$ cat config.mk
export PLATFORM = sky130hd
export DESIGN_NAME = touch_drive_ctl
export DESIGN_NICKNAME = d
export VERILOG_FILES = /design/src/rtl/touch_drive_ctl.sv
export SDC_FILE = /design/constraint.sdc
export NUM_CORES = 1
export LEC_CHECK = 0
export BUFFER_PORTS_ARGS = -buffer_cell sky130_fd_sc_hd__buf_4
export CAP_MARGIN = 20
export CELL_PAD_IN_SITES_DETAIL_PLACEMENT = 0
export CELL_PAD_IN_SITES_GLOBAL_PLACEMENT = 1
export CORE_MARGIN = 2
export CORE_UTILIZATION = 34
export DETAILED_ROUTE_END_ITERATION = 16
export PLACE_DENSITY = 0.84
export SLEW_MARGIN = 20
export SYNTH_ARGS = -nofsm -noshare
export SYNTH_HDL_FRONTEND = slang
export SYNTH_SLANG_ARGS = --single-unit
$ cat constraint.sdc
create_clock -name clk -period 1.2 [get_ports clk]
set_input_delay 0.18 -clock clk [delete_from_list [all_inputs] [get_ports clk]]
set_output_delay 0.18 -clock clk [all_outputs]
set_load 0.03 [all_outputs]
$ cat src/rtl/touch_drive_ctl.sv
module touch_drive_ctl (
  input  logic       clk,
  input  logic       rst_n,
  input  logic       chip_sel_n,
  input  logic       cfg_load,
  input  logic [2:0] cfg_addr,
  input  logic       cfg_single,
  input  logic       cfg_keep_on,
  input  logic       cfg_ref_pwr,
  input  logic       acq_phase,
  input  logic       conv_phase,
  input  logic       conv_done,
  input  logic       pen_touch,
  output logic       drv_xp,
  output logic       drv_xn,
  output logic       drv_yp,
  output logic       drv_yn,
  output logic [2:0] in_sel,
  output logic [1:0] refp_sel,
  output logic [1:0] refn_sel,
  output logic       bat_div_en,
  output logic       temp_bias_en,
  output logic       vref_on,
  output logic       pen_irq_n
);
  localparam logic [2:0] SEL_DIODE = 3'd0, SEL_XP = 3'd1, SEL_BAT = 3'd2,
                         SEL_YP = 3'd3, SEL_YN = 3'd4, SEL_AUX = 3'd5;

  logic [2:0] a_q;
  logic se_q, keep_q, ref_q, active_q, armed_q, hold_q;

  wire ch_y  = (a_q == 3'b001);
  wire ch_z1 = (a_q == 3'b011);
  wire ch_z2 = (a_q == 3'b100);
  wire ch_x  = (a_q == 3'b101);
  wire panel = ch_y | ch_z1 | ch_z2 | ch_x;

  wire cfg_change = cfg_load &&
    ({cfg_addr, cfg_single, cfg_keep_on, cfg_ref_pwr} != {a_q, se_q, keep_q, ref_q});
  wire win = panel && !chip_sel_n &&
    ((active_q && (acq_phase || (conv_phase && !se_q))) || hold_q);
  wire diff_ref = panel && !se_q;

  logic [2:0] sel_nx;
  always_comb begin
    case (a_q)
      3'b001, 3'b011: sel_nx = SEL_XP;
      3'b010:         sel_nx = SEL_BAT;
      3'b100:         sel_nx = SEL_YN;
      3'b101:         sel_nx = SEL_YP;
      3'b110:         sel_nx = SEL_AUX;
      default:        sel_nx = SEL_DIODE;
    endcase
  end

  always_ff @(posedge clk or negedge rst_n) begin
    if (!rst_n) begin
      a_q <= '0; se_q <= 1'b0; keep_q <= 1'b0; ref_q <= 1'b0;
      active_q <= 1'b0; armed_q <= 1'b1; hold_q <= 1'b0;
    end else begin
      if (cfg_load) begin
        a_q <= cfg_addr; se_q <= cfg_single; keep_q <= cfg_keep_on; ref_q <= cfg_ref_pwr;
        active_q <= 1'b1; armed_q <= 1'b0;
      end else if (conv_done) begin
        active_q <= 1'b0; armed_q <= !keep_q;
      end
      if (chip_sel_n || cfg_change) hold_q <= 1'b0;
      else if (active_q && acq_phase && keep_q) hold_q <= 1'b1;
    end
  end

  always_ff @(posedge clk or negedge rst_n) begin
    if (!rst_n) begin
      {drv_xp, drv_xn, drv_yp, drv_yn} <= 4'b0001;
      in_sel <= SEL_DIODE; refp_sel <= '0; refn_sel <= '0;
      bat_div_en <= 1'b0; temp_bias_en <= 1'b0; pen_irq_n <= 1'b1;
    end else begin
      drv_xp <= win && ch_x;
      drv_xn <= win && (ch_x || ch_z1 || ch_z2);
      drv_yp <= win && (ch_y || ch_z1 || ch_z2);
      drv_yn <= (win && ch_y) || armed_q;
      in_sel <= sel_nx;
      refp_sel <= diff_ref ? (ch_x ? 2'd2 : 2'd1) : 2'd0;
      refn_sel <= diff_ref ? (ch_y ? 2'd1 : 2'd2) : 2'd0;
      bat_div_en <= active_q && acq_phase && (a_q == 3'b010);
      temp_bias_en <= active_q && acq_phase && (a_q == 3'b000 || a_q == 3'b111);
      pen_irq_n <= armed_q ? !pen_touch : !panel;
    end
  end

  assign vref_on = ref_q;

  p_se_conv_open_r1: assert property (@(posedge clk) disable iff (!rst_n)
    (active_q && se_q && conv_phase && !acq_phase && !hold_q) |=>
      !(drv_xp || drv_xn || drv_yp || drv_yn));
  p_bias_after_acq_r5: assert property (@(posedge clk) disable iff (!rst_n)
    (bat_div_en || temp_bias_en) |-> $past(acq_phase));
  p_hold_closed_r6: assert property (@(posedge clk) disable iff (!rst_n)
    (hold_q && panel && !chip_sel_n) |=> (drv_xp || drv_yp));
  p_cs_opens_r6: assert property (@(posedge clk) disable iff (!rst_n)
    chip_sel_n |=> !(drv_xp || drv_xn || drv_yp));
  p_armed_yn_r7: assert property (@(posedge clk) disable iff (!rst_n)
    armed_q |=> drv_yn);
  p_pen_forced_r8: assert property (@(posedge clk) disable iff (!rst_n)
    (!armed_q && panel) |=> !pen_irq_n);
  p_vref_stable_r9: assert property (@(posedge clk) disable iff (!rst_n)
    !cfg_load |=> $stable(vref_on));
endmodule

==> results_dict.tcl <==
set metrics [dict create \
    cts_tree "yes" \
    clock_sinks 23 \
    synth_area_leaders "dfrtp_1 (53%), dfstp_2 (8.3%), mux2_2 (7.1%), xor2_1 (3.7%), xnor2_1 (2.8%)" \
    area.sequential_um2 580.6 \
    synth_common_cells "dfrtp_1 (20), mux2_2 (6), nor2_1 (6), nand2_1 (5)" \
    max_slew.worst_pin.slew_ns 0.2884 \
    setup.worst_path.start_class "flop" \
    layout_worst_path_cycle_share 1.095 \
    ys_warn_count 0 \
    synth_top_area_share 0.5256 \
    place.gp.congestion 0.8138 \
    p_switching_uw 513.6 \
    wl_mm 1.878 \
    fin_ws_ns -0.1137 \
    synth.avg_cell_area_um2 12.05 \
    grt_pass1_vias 695 \
    vdd_drop_max_uv 745.4 \
    io_pins 29 \
    yosysMostFrequentCell "dfrtp_1" \
    pwr-share-seq 0.516 \
    violations "setup timing" \
    pwr-share-clk 0.206 \
    nFillCells 256 \
    slew_headroom 0.8077 \
    synth_edf_count 0 \
    grt_pass1_wl_mm 3.049 \
    layout-drive-gt1-share 0.5000 \
    cts_root_buf "clkbuf_4" \
    finClkSkew_ns 0.004490 \
    die-height_um 56.92 \
    path_clk_slew_ns 0.12 \
    hold_ws_ns 0.01504 \
    wl_per_cell_um 12.27 \
    drt_iter0_markers 2 \
    post-route-drc-count 0 \
    overflow 0 \
    powerDensity_mw_per_mm2 1257 \
    rows 19 \
    antenna_left 0 \
    hp-class "in -> reg" \
    syn-num-nets 93 \
    dp.cells 142 \
    grt_max_degree 24 \
    synth_ff_type "dfrtp_1" \
    ys_ff_latch 23 \
    setup_tns_ns -0.5582 \
    multi_input_comb_area_um2 370.4 \
    synth_area_um2 952.2 \
    p_int_mw 1.214 \
    firstDrtPassIters 2 \
    clock_latency_ns 0.32 \
    final_hold_viol_count 0 \
    crit_type "reg -> reg" \
    nNetsFinal 137 \
    setup.worst_path.end_class "flop" \
    final_cells 153 \
    worst-endpoint-required_ns 1.46 \
    h-tree-depth 1 \
    ys_async_sr_fraction 1.000 \
    dieArea_mm2 0.003240 \
    syn_inst 79 \
    run_status "finished with violations" \
    antenna_found_initial 0 \
    final-max-slew-violation-count 0 \
    cp.arrival_ns 1.57 \
    seq_area_frac_synth 0.6084 \
    clockBufferDepth 2 \
    final-setup-viol-count 6 \
    fin_crit_ns 1.314 \
    num_vias 710 \
    drv_cap 0 \
    final_core_util 0.5069 \
    fp.coreArea_mm2 0.002710 \
    synth_cell_type_count 27 \
    routed_via_density 4.641 \
    dp_hpwl_mm 1.382 \
    combPwrFrac 0.278 \
    port_buffers 28 \
    fmax_mhz 761.2 \
    swShare 0.2973 \
    cts_buffers 3 \
    leakage_nw 0.6642 \
    grt_usage 0.1278 \
    yosysTopAreaCell "dfrtp_1" \
    rsz0062_at_grt "yes" \
    syn_to_final_growth_pct 44.28 \
    n_antenna_cell 0 \
    die_x_um 56.92 \
    crit_fanout 4 \
    initial_core_util 0.3513 \
]
cells by family after synthesis:
kind of cell	synth area share
flops	0.6084
mux	0.07095
xor+xnor	0.06439
simple gates	0.1419
buf+inv	0.03285
compound gates	0.08146
power by group through the flow:
stage | combinational, mW | clock [mW] | sequential (mW)
after floorplan | 0.151 | 0 | 0.995
after global placement | 0.415 | 0 | 0.905
after detailed placement | 0.421 | 0 | 0.908
after CTS | 0.453 | 0.378 | 0.891
after global routing | 0.519 | 0.403 | 0.903
final | 0.480 | 0.356 | 0.892
placed cells by master (no fill, tap or decap), types with 2 or more instances in the layout:
cell           synthesis  layout
xor2_1                 4       4
a21o_1                 2       2
mux2_2                 6       6
buf_4                  0      35
dlygate4sd3_1          0       3
inv_1                  2       2
a21oi_2                0       2
nor2b_1                4       2
xnor2_1                3       3
dfstp_2                3       3
a211oi_1               2       2
nand3_1                3       3
buf_6                  1       5
nand2_1                5       5
nor2_1                 6       6
clkbuf_4               0       3
o21ai_1                0       2
dfrtp_1               20      19
per-stage QoR:
stage	cell area [um^2]	power (mW)	worst slack, ns
after floorplan	955.9	1.146	-0.08477
after global placement	1239	1.320	-0.06052
after detailed placement	1239	1.329	-0.09071
after CTS	1329	1.722	-0.1111
after global routing	1374	1.825	-0.2200
final	1374	1.727	-0.1137
per-layer routing:
layer | up-vias | track usage | routed length [um]
met5 | - | 0 | 0
met1 | 336 | 0.1407 | 771
met2 | 21 | 0.2200 | 961
li1 | 348 | - | -
met4 | 0 | 0.06977 | 42
met3 | 5 | 0.03687 | 103
critical path: stages (launching register included):
cell and delay (ns):
dfrtp_1 0.42, buf_4 0.14, buf_6 0.10, nor2b_1 0.11
o21ai_1 0.10, a21oi_2 0.21, nor2b_4 0.17
flip-flops by register name, indices dropped and copies added, names as in the netlist, 2 cells and up:
register and count:
refn_sel 2, in_sel 3, refp_sel 2, a_q 3
cell type report:
class,instances,share of cell area
clock buffer,3,0.01639
clock inverter,1,0.003643
inverter,2,0.005464
multi-input combinational,50,0.2696
sequential,23,0.4226
tap,31,0.02823
timing repair buffer,43,0.2541
what timing repair did:
action                                  4_1_cts  5_1_grt
pin swaps                                     3        6
endpoints found under the hold margin        25        0
gates resized for setup                       6        8
buffers inserted                              2        2
endpoints found under the setup margin        7        9
hold buffers                                  3        0
final timing paths:
kind	from	to	slack [ns]	depth (start not counted)
worst max register to register	se_q	drv_xp	-0.11	6
min in group asynchronous	rst_n	drv_yp	0.28	2
worst max-delay path	se_q	drv_xp	-0.11	6
max in group asynchronous	rst_n	armed_q	0.65	2
worst min register to register	keep_q	armed_q	0.50	1
worst min-delay path	chip_sel_n	hold_q	0.02	2
No activity file was read; power rests on OpenSTA's default activity.
